===== config.mk =====
export PLATFORM = sky130hd
export DESIGN_NAME = barrel_rot
export DESIGN_NICKNAME = d
export VERILOG_FILES = /design/src/rtl/barrel_rot_pkg.sv /design/src/rtl/rot_mux2.sv /design/src/rtl/rot_layer.sv /design/src/rtl/barrel_rot.sv
export SDC_FILE = /design/constraint.sdc
export NUM_CORES = 1
export LEC_CHECK = 0
export CORE_MARGIN = 8
export CORE_UTILIZATION = 53
export DETAILED_ROUTE_END_ITERATION = 8
export DONT_BUFFER_PORTS = 1
export GPL_TIMING_DRIVEN = 0
export PLACE_DENSITY = 0.72
export SYNTH_ARGS = -nofsm -noshare
export SYNTH_HDL_FRONTEND = slang
export SYNTH_SLANG_ARGS = --single-unit

===== constraint.sdc =====
create_clock -name vclk -period 5.85
set_input_delay 1.17 -clock vclk [all_inputs]
set_output_delay 1.17 -clock vclk [all_outputs]
set_load 0.02 [all_outputs]

===== src/rtl/barrel_rot_pkg.sv =====
package barrel_rot_pkg;

  // True when v is a non-zero power of two.
  function automatic bit is_pow2(input int unsigned v);
    return (v != 0) && ((v & (v - 1)) == 0);
  endfunction

  // Rotation distance contributed by layer k.
  function automatic int unsigned layer_step(input int unsigned k);
    return 32'd1 << k;
  endfunction

  // Source position feeding output position i after a left rotation by step.
  function automatic int unsigned wrap_src(input int unsigned i,
                                           input int unsigned step,
                                           input int unsigned w);
    return (i + w - (step % w)) % w;
  endfunction

endpackage


===== src/rtl/rot_mux2.sv =====
module rot_mux2 (
  input  logic keep_i,
  input  logic move_i,
  input  logic sel_i,
  output logic y_o
);
  // Two-input selector cell: passes keep_i, or move_i when sel_i is set.
  assign y_o = sel_i ? move_i : keep_i;
endmodule


===== src/rtl/rot_layer.sv =====
module rot_layer #(
  parameter int unsigned WIDTH = 32,
  parameter int unsigned STEP  = 1
) (
  input  logic [WIDTH-1:0] lay_in,
  input  logic             lay_sel,
  output logic [WIDTH-1:0] lay_out
);
  import barrel_rot_pkg::*;

  // One column of two-input cells. Each cell picks either its own bit or
  // the bit STEP places below it, wrapping around the top of the word.
  for (genvar i = 0; i < WIDTH; i++) begin : g_bit
    localparam int unsigned SRC = wrap_src(i, STEP, WIDTH);
    rot_mux2 u_cell (
      .keep_i (lay_in[i]),
      .move_i (lay_in[SRC]),
      .sel_i  (lay_sel),
      .y_o    (lay_out[i])
    );
  end
endmodule


===== src/rtl/barrel_rot.sv =====
module barrel_rot #(
  parameter int unsigned WIDTH = 32,
  localparam int unsigned AMT_W = $clog2(WIDTH)
) (
  input  logic [WIDTH-1:0] data_i,
  input  logic [AMT_W-1:0] amt_i,
  output logic [WIDTH-1:0] data_o
);
  import barrel_rot_pkg::*;

  localparam bit WIDTH_OK = is_pow2(WIDTH) && (WIDTH >= 2);

  // Layers are chained from the least significant amount bit upward.
  for (genvar k = 0; k < AMT_W; k++) begin : g_layer
    logic [WIDTH-1:0] lay_in;
    logic [WIDTH-1:0] lay_out;

    if (k == 0) begin : g_head
      assign lay_in = data_i;
    end else begin : g_chain
      assign lay_in = g_layer[k-1].lay_out;
    end

    rot_layer #(
      .WIDTH (WIDTH),
      .STEP  (layer_step(k))
    ) u_layer (
      .lay_in  (lay_in),
      .lay_sel (amt_i[k]),
      .lay_out (lay_out)
    );
  end

  if (WIDTH_OK) begin : g_out
    assign data_o = g_layer[AMT_W-1].lay_out;
  end else begin : g_bad_width
    assign data_o = data_i;
  end
endmodule


==> impl_metrics.ini <==
[yosys]
yosys_warnings = 0
ys_top_cells_by_area = mux4_2 (46%), mux4_1 (21%), mux2_2 (16%)
yosys.cell_types.count = 9
syn_avg_cell_area_sq_um = 15.2
synthCells = 148
syn_area_sq_mm = 0.00225
yosysTopAreaCellShare_pct = 46.0
ys_seq_area_share_pct = 0
synth_top_area_cell = mux4_2
synth_nets = 185

[final_layout]
multi_input_area_sq_mm = 0.00187
instances_no_fill = 198
seqCellArea_sq_um = 0
nClkBuffers = 0
synthToLayoutAreaGrowth_pct = 2.78
final_net_count = 187
final_cell_mix = mux4_2 (46), mux2_2 (32), buf_4 (32)
fillers = 316
layout-drive-gt1-share_pct = 81.1
utilization_pct = 57.0
final_common_cell = mux4_2
design.seq.count = 0
diodes = 0

[power_and_ir_drop]
clkPwrFrac_pct = 0
ir_worst_vdd_mv = 0.0505
powerDensity_mw_per_mm2 = 141
switchingPower_uw = 154
leakage_nw = 0.832
switching_share_pct = 47.1
pwr-share-seq_pct = 0
p_int_uw = 173
pwr-share-comb_pct = 100.0

[detailed_routing]
viasPerCell = 8.07
top_layer_used = met4
ant_nets = 0
wl_met2_um = 2950
wl_um = 6140
wirelength_met1_um = 2120
drt-initial-drc-count = 123
drc = 0
route.met3.wl_um = 1010
first_pass_iters = 4
routedWlPerCell_um = 31.0
vias = 1597

[placed_design]
post-place-cells = 198
hpwlAfterDp_um = 5140
gp_congestion = 0.943
io_buffers = 0

[global_route]
overflow = 0
antenna_found_initial = 0
grt_pass1_wl_um = 9690
grt_max_degree = 11
track_usage_pct = 18.5
grt_pass1_vias = 1764

[worst_setup_path]
worstPathMaxFanout = 10
crit_type = primary input to output port
critical_path.endpoint_type = output port
cp.required_ns = 4.68
arrival_ns = 3.37
startpoint_type = primary input

[sta]
slew_violations = 0
slew_headroom_pct = 58.9
setup_viol = 0
worst_pin_slew_ns = 0.616
hold_viol = 0
fin_crit_ns = 4.54
rsz0062_at_grt = no
fmax_mhz = 220
finalSetupTns_ns = 0
fin_crit_sh_pct = 77.6

[floorplanning]
dieArea_sq_mm = 0.00659
num_io_pins = 69
core-area_sq_mm = 0.00406
die_h_um = 81.2
initial_core_util_pct = 55.5
rows = 23
fp.dieW_um = 81.2

[run_status]
status = complete, no violations

[clock_network]
post_cts_buffers = 0
cts_resized = 0
holdBufCountCts = 0

[job]
drv_cap = 0

[min_path]
hold_path_class = primary input to output port
hold_path_depth = 3
synthesized netlist by cell type:
cell and n:
mux4_2 46, buf_4 32, mux2_2 32, mux4_1 18, clkbuf_1 8, buf_2 4
buf_6 4, buf_1 2, buf_12 2
area by class of cell:
class                      instances  area share [%]
buffer                            52            16.5
multi-input combinational         96            80.8
tap                               50            2.70
metal layers:
layer	GRT usage, %	vias to the layer above
met5	0	-
met1	21.8	801
met3	9.27	5
met4	2.32	0
li1	-	640
met2	30.5	151
cells by family after synthesis:
kind of cell	share of synthesized area, %
muxes	83.0
buffers and inverters	17.0
metrics by stage:
step                      power [mW]  setup slack, ns  hold WS [ns]  cell area, sq um
after floorplan                0.282             1.80          2.79              2250
after global placement         0.319             1.46          2.82              2310
after detailed placement       0.326             1.36          2.83              2310
after CTS                      0.327             1.36          2.82              2310
after global routing           0.345             1.26          2.86              2310
final                          0.327             1.31          2.82              2310
critical path, stage by stage:
cell and delay [ns]:
clkbuf_1 0.25, buf_1 0.51, clkbuf_1 0.53, mux4_1 0.45
mux2_2 0.30, buf_4 0.16
path summary, 6_finish.rpt:
| check | startpoint | end | slack, ns |
|---|---|---|---|
| setup / recovery | amt_i[1] | data_o[20] | 1.31 |
| hold / removal | amt_i[2] | data_o[7] | 2.82 |
power by group through the flow:
stage	clock network [mW]	registers [mW]	logic [mW]
4_1_cts	0	0	0.327
3_5_place_dp	0	0	0.326
3_3_place_gp	0	0	0.319
2_1_floorplan	0	0	0.282
6_report	0	0	0.327
5_1_grt	0	0	0.345
No activity file was read; power rests on OpenSTA's default activity.
